[src/rtl/hdr_pkg.sv]
package hdr_pkg;
  localparam int unsigned EXP_MAX = 10;
  localparam int unsigned EXP_W   = 4;

  typedef enum logic [1:0] {
    ST_IDLE    = 2'd0,
    ST_ACTIVE  = 2'd1,
    ST_BACKOFF = 2'd2
  } hdr_state_e;

  typedef struct packed {
    logic valid;
    logic ex_col;
    logic ex_defer;
  } hdr_abort_t;

  function automatic logic [EXP_W-1:0] exp_cap(input logic [1:0] code);
    logic [EXP_W-1:0] cap;
    unique case (code)
      2'd0:    cap = EXP_W'(10);
      2'd1:    cap = EXP_W'(8);
      2'd2:    cap = EXP_W'(4);
      default: cap = EXP_W'(1);
    endcase
    return cap;
  endfunction
endpackage

[src/rtl/hdr_lfsr.sv]
module hdr_lfsr #(
  parameter int unsigned W    = 16,
  parameter logic [W-1:0] TAPS = 16'hB400,
  parameter logic [W-1:0] SEED = 16'hACE1
) (
  input  logic         clk,
  input  logic         rst_n,
  output logic [W-1:0] rnd_o
);
  logic [W-1:0] q;
  logic [W-1:0] nxt;

  always_comb begin
    nxt = {1'b0, q[W-1:1]};
    if (q[0]) nxt = nxt ^ TAPS;
  end

  always_ff @(posedge clk or negedge rst_n) begin
    if (!rst_n) q <= SEED;
    else        q <= nxt;
  end

  assign rnd_o = q;

  // the random source never locks up in the all-zero state
  a_r2_lfsr_alive: assert property (@(posedge clk) disable iff (!rst_n)
    q != '0);
endmodule

[src/rtl/hdr_backoff_timer.sv]
module hdr_backoff_timer #(
  parameter int unsigned CW = 20
) (
  input  logic          clk,
  input  logic          rst_n,
  input  logic          load_i,
  input  logic [CW-1:0] load_val_i,
  input  logic          tick_i,
  output logic          zero_o
);
  logic [CW-1:0] cnt_q;

  always_ff @(posedge clk or negedge rst_n) begin
    if (!rst_n)                      cnt_q <= '0;
    else if (load_i)                 cnt_q <= load_val_i;
    else if (tick_i && cnt_q != '0)  cnt_q <= cnt_q - CW'(1);
  end

  assign zero_o = (cnt_q == '0);

  // without a tick the remaining wait is frozen
  a_r4_hold_no_tick: assert property (@(posedge clk) disable iff (!rst_n)
    (!load_i && !tick_i) |=> $stable(cnt_q));
  // a tick shortens the wait by exactly one bit time
  a_r4_step_one: assert property (@(posedge clk) disable iff (!rst_n)
    (!load_i && tick_i && cnt_q != '0) |=> (cnt_q == $past(cnt_q) - CW'(1)));
endmodule

[src/rtl/hdr_defer_watch.sv]
module hdr_defer_watch #(
  parameter int unsigned LIMIT = 24288
) (
  input  logic clk,
  input  logic rst_n,
  input  logic clear_i,
  input  logic count_i,
  output logic fire_o
);
  localparam int unsigned CW = $clog2(LIMIT + 1);
  logic [CW-1:0] cnt_q;

  assign fire_o = count_i && (cnt_q == CW'(LIMIT));

  always_ff @(posedge clk or negedge rst_n) begin
    if (!rst_n)                  cnt_q <= '0;
    else if (clear_i)            cnt_q <= '0;
    else if (count_i && !fire_o) cnt_q <= cnt_q + CW'(1);
  end

  // the deferral count never passes the limit
  a_r7_defer_bounded: assert property (@(posedge clk) disable iff (!rst_n)
    cnt_q <= CW'(LIMIT));
  // the count moves only while deferral ticks are counted or on clear
  a_r7_defer_quiet: assert property (@(posedge clk) disable iff (!rst_n)
    (!count_i && !clear_i) |=> $stable(cnt_q));
endmodule

[src/rtl/hdr_retry_ctrl.sv]
module hdr_retry_ctrl
  import hdr_pkg::*;
#(
  parameter int unsigned SLOT_BITS    = 512,
  parameter int unsigned DEFER_LIMIT  = 24288,
  parameter int unsigned MAX_ATTEMPTS = 16,
  parameter int unsigned RND_W        = 16
) (
  input  logic       clk,
  input  logic       rst_n,
  input  logic       full_duplex_i,
  input  logic       frame_start_i,
  input  logic       frame_done_i,
  input  logic       collision_i,
  input  logic       bit_tick_i,
  input  logic [1:0] bo_limit_i,
  input  logic       retry_dis_i,
  input  logic       defer_chk_en_i,
  input  logic       deferring_i,
  output logic       retx_req_o,
  output logic       backoff_busy_o,
  output logic       abort_o,
  output logic       abort_excess_col_o,
  output logic       abort_excess_defer_o
);
  localparam int unsigned AW = $clog2(MAX_ATTEMPTS + 1);
  localparam int unsigned CW = $clog2(SLOT_BITS + 1) + EXP_MAX;

  hdr_state_e       state_q;
  logic [AW-1:0]    att_q;
  hdr_abort_t       abort_q;

  logic [RND_W-1:0] rnd;
  logic [EXP_MAX-1:0] rnd_fold;
  logic [EXP_MAX-1:0] mask;
  logic [EXP_MAX-1:0] r_val;
  logic [EXP_W-1:0] cap;
  logic [EXP_W-1:0] k_sel;
  logic [CW-1:0]    wait_len;
  logic             collide, give_up, start_wait, bo_zero;
  logic             pending, defer_count, defer_clear, defer_fire;

  hdr_lfsr #(.W(RND_W)) u_rnd (
    .clk   (clk),
    .rst_n (rst_n),
    .rnd_o (rnd)
  );

  // fold the whole random word into the exponent-wide draw
  assign rnd_fold = rnd[EXP_MAX-1:0] ^ EXP_MAX'(rnd >> EXP_MAX);

  assign cap   = exp_cap(bo_limit_i);
  assign k_sel = (att_q >= AW'(cap)) ? cap : EXP_W'(att_q);

  for (genvar i = 0; i < EXP_MAX; i++) begin : g_mask
    assign mask[i] = (EXP_W'(i) < k_sel);
  end

  assign r_val    = rnd_fold & mask;
  assign wait_len = CW'(r_val) * CW'(SLOT_BITS);

  assign pending     = (state_q != ST_IDLE);
  assign collide     = (state_q == ST_ACTIVE) && collision_i && !full_duplex_i;
  assign give_up     = retry_dis_i || (att_q >= AW'(MAX_ATTEMPTS));
  assign defer_count = pending && !full_duplex_i && defer_chk_en_i &&
                       deferring_i && bit_tick_i;
  assign defer_clear = (state_q == ST_IDLE) && frame_start_i;
  assign start_wait  = collide && !give_up && !frame_done_i && !defer_fire;

  hdr_backoff_timer #(.CW(CW)) u_wait (
    .clk        (clk),
    .rst_n      (rst_n),
    .load_i     (start_wait),
    .load_val_i (wait_len),
    .tick_i     (bit_tick_i),
    .zero_o     (bo_zero)
  );

  hdr_defer_watch #(.LIMIT(DEFER_LIMIT)) u_defer (
    .clk     (clk),
    .rst_n   (rst_n),
    .clear_i (defer_clear),
    .count_i (defer_count),
    .fire_o  (defer_fire)
  );

  assign retx_req_o = (state_q == ST_BACKOFF) && bo_zero;

  always_ff @(posedge clk or negedge rst_n) begin
    if (!rst_n) begin
      state_q <= ST_IDLE;
      att_q   <= '0;
      abort_q <= '0;
    end else begin
      abort_q <= '0;
      if (defer_fire) begin
        state_q <= ST_IDLE;
        abort_q <= '{valid: 1'b1, ex_col: 1'b0, ex_defer: 1'b1};
      end else begin
        unique case (state_q)
          ST_IDLE: begin
            if (frame_start_i) begin
              state_q <= ST_ACTIVE;
              att_q   <= AW'(1);
            end
          end
          ST_ACTIVE: begin
            if (frame_done_i) begin
              state_q <= ST_IDLE;
            end else if (collide) begin
              if (give_up) begin
                state_q <= ST_IDLE;
                abort_q <= '{valid: 1'b1, ex_col: 1'b1, ex_defer: 1'b0};
              end else begin
                state_q <= ST_BACKOFF;
                att_q   <= att_q + AW'(1);
              end
            end
          end
          ST_BACKOFF: begin
            if (bo_zero) state_q <= ST_ACTIVE;
          end
          default: state_q <= ST_IDLE;
        endcase
      end
    end
  end

  assign backoff_busy_o       = (state_q == ST_BACKOFF);
  assign abort_o              = abort_q.valid;
  assign abort_excess_col_o   = abort_q.ex_col;
  assign abort_excess_defer_o = abort_q.ex_defer;

  // abort is a single-cycle pulse
  a_r10_abort_pulse: assert property (@(posedge clk) disable iff (!rst_n)
    abort_o |=> !abort_o);
  // exactly one cause accompanies an abort
  a_r10_one_cause: assert property (@(posedge clk) disable iff (!rst_n)
    abort_o |-> $onehot({abort_excess_col_o, abort_excess_defer_o}));
  // cause flags are quiet without an abort
  a_r10_flags_quiet: assert property (@(posedge clk) disable iff (!rst_n)
    !abort_o |-> !(abort_excess_col_o || abort_excess_defer_o));
  // the attempt count never passes the maximum
  a_r6_attempt_cap: assert property (@(posedge clk) disable iff (!rst_n)
    att_q <= AW'(MAX_ATTEMPTS));
  // single-attempt mode never enters a wait
  a_r5_no_wait: assert property (@(posedge clk) disable iff (!rst_n)
    (retry_dis_i && state_q == ST_ACTIVE) |=> !$rose(backoff_busy_o));
  // full duplex never enters a wait
  a_r8_fd_no_wait: assert property (@(posedge clk) disable iff (!rst_n)
    (full_duplex_i && state_q == ST_ACTIVE) |=> !$rose(backoff_busy_o));
  // a retransmit request ends the wait
  a_r2_retx_ends_wait: assert property (@(posedge clk) disable iff (!rst_n)
    retx_req_o |=> !backoff_busy_o);
endmodule

[config.mk]
export PLATFORM = sky130hd
export DESIGN_NAME = hdr_retry_ctrl
export DESIGN_NICKNAME = d
export VERILOG_FILES = /design/src/rtl/hdr_pkg.sv /design/src/rtl/hdr_lfsr.sv /design/src/rtl/hdr_backoff_timer.sv /design/src/rtl/hdr_defer_watch.sv /design/src/rtl/hdr_retry_ctrl.sv
export SDC_FILE = /design/constraint.sdc
export NUM_CORES = 1
export LEC_CHECK = 0
export ABC_AREA = 1
export CAP_MARGIN = 5
export CORE_ASPECT_RATIO = 0.7
export CORE_MARGIN = 2
export CORE_UTILIZATION = 61
export DETAILED_ROUTE_END_ITERATION = 16
export PLACE_DENSITY_LB_ADDON = 0.12
export SYNTH_ARGS = -nofsm -noshare
export SYNTH_HDL_FRONTEND = slang
export SYNTH_SLANG_ARGS = --single-unit
[constraint.sdc]
create_clock -name clk -period 2.2 [get_ports clk]
set_clock_uncertainty 0.2 [all_clocks]
set_input_delay 0.22 -clock clk [delete_from_list [all_inputs] [get_ports clk]]
set_output_delay 0.22 -clock clk [all_outputs]
set_load 0.05 [all_outputs]
# After elaboration in Yosys (flattened, before gate mapping)
# Cells that the tools add are included.
dict set report word_totals {
  out_inout_bits 5
  input_bits 12
  regBits 61
  word_cells 92
}
dict set report classes {
  magnitude_cmp 12
  mux 24
  bitwise 4
  n_addsub 3
  n_reduce_logical 29
  eq_ne 12
}
# operator n
set op_table {}
lappend op_table {{$mux 20} 2}
lappend op_table {{$mux 15} 2}
lappend op_table {{$logic_not 20->1} 1}
lappend op_table {{$mux 5} 4}
lappend op_table {{$reduce_bool 20->1} 1}
lappend op_table {{$sub 20x1->20 const B} 1}
lappend op_table {{$lt 3x4->1 const A} 4}
lappend op_table {{$mux 16} 1}
lappend op_table {{$add 15x1->15 const B} 1}
lappend op_table {{$eq 15x15->1 const B} 1}
lappend op_table {{$mux 3} 5}
lappend op_table {{$logic_and 1x1->1} 14}
lappend op_table {{$mux 2} 6}
lappend op_table {{$pmux 4 s3} 1}
lappend op_table {{$and 10x10->10} 1}
lappend op_table {{$pmux 5 s2} 1}
lappend op_table {{$xor 10x6->10} 1}
lappend op_table {{$lt 1x4->1 const A} 2}
lappend op_table {{$lt 2x4->1 const A} 2}
lappend op_table {{$lt 4x4->1 const A} 2}
lappend op_table {{$ne 2x2->1 const B} 4}
lappend op_table {{$reduce_bool 2->1} 4}
lappend op_table {{$pmux 2 s3} 1}
lappend op_table {{$reduce_and 6->1} 1}
lappend op_table {{15 further kinds} 21}

# Longest topological paths before layout
# Gate-level depths: netlist of the first run.
dict set report logic_depth {
  word_depth 10
  mapped_depth 16
  depth_no_buf 16
}

# Hierarchy
# A second synthesis of the first run with hierarchy kept.
dict set report unflattened {
  cells_unflattened 567
  area_unflattened_um2 4137.7
}
# mod area_each_um2 cells_per_inst seq_area_each_um2 n_inst
set by_module_without_submodules {}
lappend by_module_without_submodules {hdr_backoff_timer 1601.5 228 500.5 1}
lappend by_module_without_submodules {hdr_defer_watch 1026.0 149 375.4 1}
lappend by_module_without_submodules {hdr_retry_ctrl 953.4 148 250.2 1}
lappend by_module_without_submodules {hdr_lfsr 556.8 42 410.4 1}

# Worst setup path before layout of the first run
# Ideal clock, no wire load.
dict set report synth_timing {
  kind {flip-flop to output port}
  startpoint {register state_q[0]}
  endpoint {output port retx_req_o}
  arrival_ns 1.728
  path_slack_ns 0.052
  path_stages_with_launch 3
  n_path_buf 0
  required_time_ns 1.780
  path_cell_list {dfrtp_1 nor2_1 and3_1}
}
dict set report synth_via {
  elab_chain_cells 2
}
# element line
set synth_rtl {}
lappend synth_rtl {{start, declared} hdr_retry_ctrl.sv:29} ;# hdr_state_e state_q;
lappend synth_rtl {{start signal, assigned} hdr_retry_ctrl.sv:91} ;# state_q <= ST_IDLE;
lappend synth_rtl {{start signal, assigned} hdr_retry_ctrl.sv:97} ;# state_q <= ST_IDLE;
lappend synth_rtl {{start signal, assigned} hdr_retry_ctrl.sv:103} ;# state_q <= ST_ACTIVE;
lappend synth_rtl {{$eq 2x2->1} --}
lappend synth_rtl {{net backoff_busy_o} hdr_retry_ctrl.sv:21} ;# output logic backoff_busy_o,
lappend synth_rtl {{$logic_and 1x1->1} hdr_retry_ctrl.sv:87} ;# assign retx_req_o = (state_q == ST_BACKOFF) && bo_zero;
lappend synth_rtl {{end, declared} hdr_retry_ctrl.sv:20} ;# output logic retx_req_o,
# The timed path passes the listed nets, and every way through them passes these cells.

# Worst setup path in the final report of the first run
dict set report layout_timing {
  startpoint {register u_wait.cnt_q[0]}
  endpoint {output port retx_req_o}
}
dict set report layout_via {
  elab_chain_cells 2
}
# element line
set layout_rtl {}
lappend layout_rtl {{start, declared} hdr_backoff_timer.sv:11} ;# logic [CW-1:0] cnt_q;
lappend layout_rtl {{start signal, assigned} hdr_backoff_timer.sv:15} ;# else if (load_i) cnt_q <= load_val_i;
lappend layout_rtl {{start signal, assigned} hdr_backoff_timer.sv:16} ;# else if (tick_i && cnt_q != '0) cnt_q <= cnt_q - CW'(1);
lappend layout_rtl {{$logic_not 20->1} hdr_backoff_timer.sv:19} ;# assign zero_o = (cnt_q == '0);
lappend layout_rtl {{$logic_and 1x1->1} hdr_retry_ctrl.sv:87}
# No other way between the ends.

==> impl_metrics.tcl, run 1 <==
set metrics [dict create \
    wl_um 9450 \
    finalNonFillerCells 631 \
    slew_headroom_pct 57.8 \
    yosysSeqAreaShare_pct 41.7 \
    syn_inst 492 \
    fin_ws_ns -0.0118 \
    cts_root_buf "clkbuf_8" \
    reg2reg_depth 14 \
    worst_ep_arrival_time_ns 1.79 \
    finalNetCount 571 \
    postLayoutCellArea_mm2 0.00450 \
    end_kind "primary output" \
    grt-ovfl-total 0 \
    insertion_delay_ns 0.35 \
    ir_worst_vdd_uv 618 \
    synth_top_family_by_area "simple AND/OR/NAND/NOR gates" \
    synthAdderAreaFrac_pct 2.72 \
    final_cell_mix "nand2_1 (117), inv_1 (58), dfrtp_1 (53), nor2_1 (44), nand3_1 (43)" \
    slew_viol_final 0 \
    drive_gt1_share_pct 20.0 \
    die_w_um 96.8 \
    dpl_cell_area_mm2 0.00417 \
    num_antenna_cells 0 \
    ys_seq_elements 61 \
    netlist_area_mm2 0.00368 \
    path_cells "inv_2, ha_4, nand3_4, nor2_4, nand2_2, nor3_1, and3_1, buf_12" \
    globalplace.congestion 0.982 \
    period_share_pct 101 \
    drt-initial-drc-count 366 \
    portBuffers 16 \
    fp-row-count 23 \
    numCtsBuffers 9 \
    grt_usage_pct 29.9 \
    worstSetupPathType "flip-flop to primary output" \
    dpl.hpwl_um 6940 \
    drtPass1Iterations 5 \
    antenna_found_initial 0 \
    fin_crit_ns 2.21 \
    htreeDepth 3 \
    dpl_worst_slack_ns -0.509 \
    fillCellCount 416 \
    critPathMaxStageDelay_ns 0.40 \
    violations "negative setup slack" \
    synth_cell_types 36 \
    holdPathStages 0 \
    yosys.area.top_type_share_pct 36.0 \
    num_vias 3538 \
    yosys.area_share.simple_pct 34.8 \
    ant_nets 0 \
    initial_utilization_pct 63.6 \
    netlist_top_cells_area "dfrtp_1 (36%), nand2_1 (12%), inv_1 (6.2%)" \
    synth_area_per_cell_um2 7.48 \
    synth_mux_area_share_pct 0 \
    cp.required_ns 1.78 \
    place_inst 610 \
    final_common_cell "nand2_1" \
    cp_max_fo 5 \
    min_path_type "flip-flop to flip-flop" \
    via_per_inst 5.61 \
    clock-sinks 61 \
    status "finished, violations left" \
    cp_num_buf_inv 2 \
    p_leak_nw 2.26 \
    area_delta_synth_final_pct 22.1 \
    finalCoreUtilization_pct 77.7 \
    drv_cap 0 \
    grt_pass1_vias 3221 \
    drc 0 \
    syn_nets 512 \
    cts_buffer_depth 2 \
    crit_cells 8 \
    ios 17 \
    grt_max_degree 30 \
    start_kind "flip-flop" \
    synth-compound-area-share_pct 7.58 \
    yosys_warnings 0 \
    die_h_um 69.0 \
    path_clk_slew_ns 0.07 \
    wl_per_cell_um 15.0 \
    tritoncts "yes" \
    grt_pass1_wl_um 15500 \
    powerDensity_mw_per_mm2 913 \
    fmax_mhz 452 \
    yosys.area_share.xor_xnor_pct 4.28 \
    synth_largest_area_cell "dfrtp_1" \
    cp_top_family "simple AND/OR/NAND/NOR gates" \
    tightest_slew_ns 0.633 \
    hold_viol_final 0 \
    core_mm2 0.00578 \
    critPathSlowestCell "dfrtp_1" \
    rsz0062_at_grt "yes" \
    setup_viol 1 \
    die_area_mm2 0.00668 \
]
layout make-up:
type | count | area [um^2] | share of cell area [%]
timing repair buffer | 59 | 518 | 11.5
multi-input combinational | 355 | 1890 | 42.0
clock inverter | 5 | 58.8 | 1.31
clock buffer | 11 | 151 | 3.37
sequential | 61 | 1540 | 34.2
tap | 75 | 93.8 | 2.09
inverter | 65 | 250 | 5.57
flip-flops by register name, summed over array words and instances, names as in the netlist:
register / cells
att_q: 5
abort_excess_col_o: 1
state_q: 2
u_rnd.rnd_o: 16
u_defer.cnt_q: 15
abort_o: 1
abort_excess_defer_o: 1
u_wait.cnt_q: 20
power breakdown:
part           leakage (nW)  total (mW)  internal (mW)  switching [mW]
combinational          1.37        1.59          0.611           0.980
sequential            0.786        1.46           1.30           0.160
clock                 0.102        1.06          0.584           0.473
total                  2.26        4.11           2.49            1.61
layer usage:
metal,vias to the layer above,routed length [um],global-route usage [%]
met2,166,4090,45.3
met3,14,794,7.16
met5,-,0,0
li1,1722,-,-
met1,1636,4390,42.6
met4,0,174,10.7
worst register-to-register path: cells and delay by family, from the launching register on:
family | cells | cell delay (ns)
buffers and inverters | 5 | 0.48
AND/OR/NAND/NOR | 7 | 0.73
AO/OA/AOI/OAI | 1 | 0.11
adder cells (fa/ha/maj) | 1 | 0.15
flip-flops | 1 | 0.40
through the flow:
| step | total power, mW | TNS, ns | hold slack [ns] |
|---|---|---|---|
| after global routing | 4.37 | -0.173 | 0.174 |
| after detailed placement | 2.90 | -4.56 | 0.0673 |
| final | 4.11 | -0.0118 | 0.167 |
| after global placement | 2.83 | -3.41 | 0.0652 |
| after CTS | 4.05 | -0.00923 | 0.167 |
| after floorplan | 2.41 | 0 | -0.276 |
logic make-up (layout without fill, tap and decap cells):
logic type / count (synthesis) / after routing
AND/OR/NAND/NOR: 279 / 279
buffers and inverters: 76 / 140
flip-flops: 61 / 61
AO/OA/AOI/OAI: 50 / 50
XOR/XNOR: 18 / 18
adder cells (fa/ha/maj): 8 / 8
synth_stat cells:
| library cell | count |
|---|---|
| o21bai_1 | 3 |
| nor2_2 | 5 |
| or2_2 | 3 |
| nor3b_1 | 1 |
| clkbuf_1 | 3 |
| o22ai_1 | 1 |
| a21oi_2 | 2 |
| nand2_4 | 1 |
| xor2_1 | 16 |
| nand4_1 | 24 |
| a21boi_0 | 1 |
| nor4_1 | 4 |
| o21ai_1 | 2 |
| o31ai_1 | 3 |
| nor2_4 | 3 |
| nand3b_1 | 1 |
| a21oi_1 | 12 |
| ha_1 | 8 |
| buf_8 | 1 |
| inv_2 | 4 |
| dfrtp_1 | 53 |
| a211oi_1 | 1 |
| nor2_1 | 49 |
| dfstp_2 | 8 |
| nand3_1 | 44 |
| xnor2_1 | 2 |
| nor3_1 | 14 |
| inv_1 | 61 |
| o21ai_0 | 25 |
| buf_4 | 1 |
| buf_6 | 3 |
| nand2_2 | 3 |
| nand3_2 | 3 |
| and3_1 | 3 |
| nand2_1 | 121 |
| buf_2 | 3 |
what timing repair did:
item | in CTS | in global routing
hold buffers | 1 | 0
hold endpoints to repair | 20 | 0
pin swaps | 2 | 2
setup endpoints to repair | 11 | 20
setup buffers | 4 | 1
resized for setup | 14 | 12
path summary, 6_finish.rpt:
path	from	to	slack, ns
max in group asynchronous	rst_n	u_rnd.rnd_o[7]	0.90
hold / removal	u_rnd.rnd_o[7]	u_rnd.rnd_o[6]	0.17
hold reg to reg	u_rnd.rnd_o[7]	u_rnd.rnd_o[6]	0.17
min in group asynchronous	rst_n	u_defer.cnt_q[8]	0.22
setup reg to reg	u_wait.cnt_q[0]	u_wait.cnt_q[2]	0.06
setup / recovery	u_wait.cnt_q[0]	retx_req_o	-0.01
(Power assumes the default switching activity.)
==> run 2: changes to the inputs <==
--- a/config.mk
+++ b/config.mk
@@ -12,6 +12,7 @@
 export CORE_UTILIZATION = 61
 export DETAILED_ROUTE_END_ITERATION = 16
 export PLACE_DENSITY_LB_ADDON = 0.12
+export SKIP_LAST_GASP = 1
 export SYNTH_ARGS = -nofsm -noshare
 export SYNTH_HDL_FRONTEND = slang
 export SYNTH_SLANG_ARGS = --single-unit
==> impl_metrics.tcl, run 2 (synthesized netlist as in run 1, its figures left out) <==
set metrics [dict create \
    wl_um 9440 \
    cp_top_family "simple AND/OR/NAND/NOR gates" \
    clock-sinks 61 \
    multi_input_area_mm2 0.00189 \
    drive_gt1_share_pct 20.0 \
    wl_per_cell_um 15.0 \
    num_vias 3565 \
    cts_buffer_depth 2 \
    violations "negative setup slack" \
    die_h_um 69.0 \
    portBuffers 16 \
    worst_ep_arrival_time_ns 1.80 \
    slew_viol_final 0 \
    final_cell_mix "nand2_1 (117), inv_1 (58), dfrtp_1 (53), nor2_1 (44), nand3_1 (43)" \
    fp-row-count 23 \
    end_kind "primary output" \
    initial_utilization_pct 63.6 \
    cts_root_buf "clkbuf_8" \
    powerDensity_mw_per_mm2 914 \
    grt_pass1_wl_um 15500 \
    cp.required_ns 1.78 \
    final_common_cell "nand2_1" \
    globalplace.congestion 0.982 \
    rsz0062_at_grt "yes" \
    fin_ws_ns -0.0176 \
    area_delta_synth_final_pct 22.1 \
    dpl_worst_slack_ns -0.509 \
    slew_headroom_pct 58.1 \
    num_antenna_cells 0 \
    path_cells "inv_2, ha_4, nand3_4, nor2_4, nand2_2, nor3_1, and3_1, buf_12" \
    drt-initial-drc-count 355 \
    status "finished, violations left" \
    ios 17 \
    grt_max_degree 30 \
    path_clk_slew_ns 0.07 \
    grt-ovfl-total 0 \
    fin_crit_ns 2.22 \
    dpl.hpwl_um 6940 \
    period_share_pct 101 \
    htreeDepth 3 \
    tritoncts "yes" \
    die_w_um 96.8 \
    numCtsBuffers 9 \
    ir_worst_vdd_uv 621 \
    finalCoreUtilization_pct 77.7 \
    fillCellCount 416 \
    ant_nets 0 \
    core_mm2 0.00578 \
    grt_pass1_vias 3221 \
    worstSetupPathType "flip-flop to primary output" \
    start_kind "flip-flop" \
    largest_register_ffs 20 \
    antenna_found_initial 0 \
    p_leak_nw 2.26 \
    critPathMaxStageDelay_ns 0.40 \
    ff_latch_area_mm2 0.00154 \
    grt_usage_pct 29.9 \
    insertion_delay_ns 0.35 \
    drv_cap 0 \
    setup_viol 1 \
    min_path_type "flip-flop to flip-flop" \
    hold_viol_final 0 \
    r2r_slack_ns 0.06 \
    die_area_mm2 0.00668 \
    regMostFlops "u_wait.cnt_q" \
    drtPass1Iterations 5 \
    dpl_cell_area_mm2 0.00417 \
    drc 0 \
    via_per_inst 5.65 \
    cp_num_buf_inv 2 \
    postLayoutCellArea_mm2 0.00450 \
    cp_max_fo 5 \
    fmax_mhz 451 \
    tightest_slew_ns 0.628 \
    finalNetCount 571 \
    critPathSlowestCell "dfrtp_1" \
]
==> run 2: metrics by stage <==
stage / TNS, ns / hold slack, ns / std cells / power [mW]
2_1_floorplan: 0 / -0.276 / 492 / 2.41
3_3_place_gp: -3.41 / 0.0652 / 610 / 2.83
3_5_place_dp: -4.56 / 0.0673 / 610 / 2.90
4_1_cts: -0.00923 / 0.167 / 630 / 4.05
5_1_grt: -0.173 / 0.174 / 631 / 4.37
6_report: -0.0176 / 0.166 / 631 / 4.11
==> run 2: report_power, final <==
| part | internal [mW] | switching (mW) | leakage [nW] | total [mW] |
|---|---|---|---|---|
| registers | 1.30 | 0.163 | 0.786 | 1.46 |
| clock network | 0.584 | 0.472 | 0.102 | 1.06 |
| logic | 0.612 | 0.981 | 1.37 | 1.59 |
| total | 2.49 | 1.62 | 2.26 | 4.11 |
==> run 2: routing by layer <==
layer  vias to the layer above  global-route usage (%)  wire [um]
met4                         0                    10.7        157
met5                         -                       0          0
met1                      1659                    42.6       4430
met2                       171                    45.3       4110
li1                       1722                       -          -
met3                        13                    7.16        744
==> run 2: final cells by class <==
| type | count | share of cell area [%] |
|---|---|---|
| multi-input combinational | 355 | 42.0 |
| sequential | 61 | 34.2 |
| timing repair buffer | 59 | 11.5 |
| inverter | 65 | 5.57 |
| clock buffer | 11 | 3.37 |
| tap | 75 | 2.09 |
| clock inverter | 5 | 1.31 |
==> run 2: worst paths after layout <==
| check | start | end | depth (start not counted) |
|---|---|---|---|
| max | u_wait.cnt_q[1] | retx_req_o | 8 |
| min | u_rnd.rnd_o[7] | u_rnd.rnd_o[6] | 0 |
| max reg2reg | u_wait.cnt_q[1] | u_wait.cnt_q[2] | 14 |
| min reg2reg | u_rnd.rnd_o[7] | u_rnd.rnd_o[6] | 0 |
| max in group asynchronous | rst_n | u_rnd.rnd_o[7] | 3 |
| min in group asynchronous | rst_n | u_defer.cnt_q[6] | 2 |
==> run 2: timing repair <==
| item | 4_1_cts | 5_1_grt |
|---|---|---|
| resized for setup | 14 | 12 |
| endpoints found under the hold margin | 20 | 0 |
| cloned | 0 | 0 |
| setup endpoints to repair | 11 | 20 |
| hold buffers | 1 | 0 |
| pin swaps | 2 | 2 |
| setup buffers | 4 | 1 |
==> run 2: worst reg2reg max path: cells and delay by family, from the launching register on <==
kind,cells,cell delay [ns]
AOI/OAI and AO/OA,1,0.11
and+or+nand+nor,7,0.73
DFF,1,0.40
adders and majority gates,1,0.15
buffers and inverters,5,0.48
==> run 3: changes to the inputs <==
--- a/config.mk
+++ b/config.mk
@@ -9,9 +9,9 @@
 export CAP_MARGIN = 5
 export CORE_ASPECT_RATIO = 0.7
 export CORE_MARGIN = 2
-export CORE_UTILIZATION = 61
+export CORE_UTILIZATION = 40
 export DETAILED_ROUTE_END_ITERATION = 16
-export PLACE_DENSITY_LB_ADDON = 0.12
+export PLACE_DENSITY = 0.67
 export SKIP_LAST_GASP = 1
 export SYNTH_ARGS = -nofsm -noshare
 export SYNTH_HDL_FRONTEND = slang
==> impl_metrics.tcl, run 3 (synthesized netlist as in run 1, its figures left out) <==
set metrics [dict create \
    seq_power_share_pct 30.0 \
    reg2reg_depth 14 \
    cp.required_ns 1.78 \
    crit_cells 9 \
    rsz0062_at_grt "yes" \
    regMostFlops "u_wait.cnt_q" \
    dpl.hpwl_um 6740 \
    globalplace.congestion 0.940 \
    dpl_cell_area_mm2 0.00431 \
    drv_cap 0 \
    swShare_pct 35.0 \
    largest_register_ffs 20 \
    min_path_type "flip-flop to flip-flop" \
    end_kind "primary output" \
    drtPass1Iterations 4 \
    critPathMaxStageDelay_ns 0.39 \
    cts_root_buf "clkbuf_16" \
    grt_pass1_vias 3367 \
    insertion_delay_ns 0.33 \
    fillCellCount 836 \
    tritoncts "yes" \
    drc 0 \
    r2r_end "u_wait.cnt_q[2]" \
    r2r_slack_ns 0.03 \
    die_w_um 119 \
    fp-row-count 29 \
    grt_pass1_wl_um 15900 \
    p_leak_nw 2.41 \
    clock-sinks 61 \
    wl_per_cell_um 13.9 \
    period_share_pct 100 \
    grt_usage_pct 19.8 \
    worst_ep_arrival_time_ns 1.78 \
    critPathSlowestCell "dfrtp_1" \
    startpoint "u_wait.cnt_q[0]" \
    num_antenna_cells 0 \
    core_mm2 0.00900 \
    powerDensity_mw_per_mm2 1010 \
    fin_crit_ns 2.20 \
    p_int_mw 3.20 \
    grt_max_degree 62 \
    slew_viol_final 0 \
    portBuffers 16 \
    fmax_mhz 455 \
    ant_nets 0 \
    worstSetupPathType "flip-flop to primary output" \
    final_common_cell "nand2_1" \
    postLayoutCellArea_mm2 0.00489 \
    crit_end "retx_req_o" \
    via_per_inst 5.17 \
    setup_viol 0 \
    finalNetCount 583 \
    cp_top_family "simple AND/OR/NAND/NOR gates" \
    numCtsBuffers 9 \
    final_cell_mix "nand2_1 (115), inv_1 (59), dfrtp_1 (53), buf_4 (49), nand3_1 (43)" \
    htreeDepth 3 \
    path_clk_slew_ns 0.06 \
    drive_gt1_share_pct 22.0 \
    cp_max_fo 2 \
    status "completed" \
    slew_headroom_pct 66.2 \
    initial_utilization_pct 40.9 \
    timing.rr.start "u_wait.cnt_q[0]" \
    finalCoreUtilization_pct 54.4 \
    antenna_found_initial 0 \
    die_h_um 84.3 \
    num_vias 3579 \
    cp_num_buf_inv 3 \
    die_area_mm2 0.0100 \
    ios 17 \
    start_kind "flip-flop" \
    path_cells "inv_2, ha_4, nand3_4, nor2_4, buf_6, nand2_4, nor3_4, and3_4, buf_12" \
    switchingPower_mw 1.72 \
    ir_worst_vdd_uv 371 \
    drt-initial-drc-count 301 \
    area_delta_synth_final_pct 32.9 \
    wl_um 9600 \
    comb_power_share_pct 34.4 \
    tightest_slew_ns 0.505 \
    clkPwrFrac_pct 35.7 \
    hold_viol_final 0 \
    cts_buffer_depth 2 \
    grt-ovfl-total 0 \
]
[run 3: power by group through the flow]
| stage | Combinational [mW] | Sequential (mW) | Clock (mW) |
|---|---|---|---|
| 2_1_floorplan | 0.948 | 1.47 | 0 |
| 3_3_place_gp | 1.41 | 1.47 | 0 |
| 3_5_place_dp | 1.45 | 1.48 | 0 |
| 4_1_cts | 1.56 | 1.46 | 1.78 |
| 5_1_grt | 1.89 | 1.49 | 1.85 |
| 6_report | 1.69 | 1.47 | 1.76 |
[run 3: worst min-delay path by stage]
| stage | start | endpoint | slack, ns | cells after the start |
|---|---|---|---|---|
| 6_report | u_rnd.rnd_o[7] | u_rnd.rnd_o[6] | 0.17 | 0 |
| 5_1_grt | u_rnd.rnd_o[7] | u_rnd.rnd_o[6] | 0.17 | 0 |
| 4_1_cts | u_rnd.rnd_o[7] | u_rnd.rnd_o[6] | 0.17 | 0 |
| 3_5_place_dp | rst_n | u_defer.cnt_q[10] | 0.06 | 2 |
| 3_3_place_gp | rst_n | u_defer.cnt_q[10] | 0.05 | 2 |
| 2_1_floorplan | rst_n | abort_excess_col_o | -0.28 | 0 |
[run 3: metal layers]
metal / track usage [%] / wire [um] / vias up / share of wire, %
li1: - / - / 1743 / -
met1: 27.5 / 4590 / 1705 / 48
met2: 30.9 / 4310 / 122 / 45
met3: 5.91 / 627 / 9 / 6.5
met4: 4.11 / 73 / 0 / 0.76
met5: 0 / 0 / - / 0
[run 3: final cells by class]
class | count | area, um^2 | share of cell area (%)
clock buffer | 9 | 225 | 4.60
clock inverter | 7 | 145 | 2.97
inverter | 65 | 246 | 5.04
multi-input combinational | 355 | 1950 | 39.9
sequential | 61 | 1540 | 31.4
tap | 124 | 155 | 3.17
timing repair buffer | 71 | 633 | 12.9
[run 3: timing repair]
| item | CTS | global route |
|---|---|---|
| hold buffers | 1 | 0 |
| endpoints found under the setup margin | 12 | 17 |
| hold endpoints to repair | 61 | 0 |
| gates resized for setup | 14 | 25 |
| pin swaps | 4 | 5 |
| buffers inserted | 3 | 4 |
[run 3: metrics by stage]
stage | total power [mW] | worst slack (ns) | instances | TNS, ns | hold WS [ns]
floorplan | 2.41 | 0.0520 | 492 | 0 | -0.276
global placement | 2.88 | -0.403 | 668 | -3.68 | 0.0511
detailed placement | 2.93 | -0.503 | 668 | -4.63 | 0.0575
CTS | 4.81 | -0.0782 | 688 | -0.0782 | 0.171
global route | 5.23 | -0.0780 | 692 | -0.237 | 0.172
finish | 4.92 | 0.000871 | 692 | 0 | 0.168
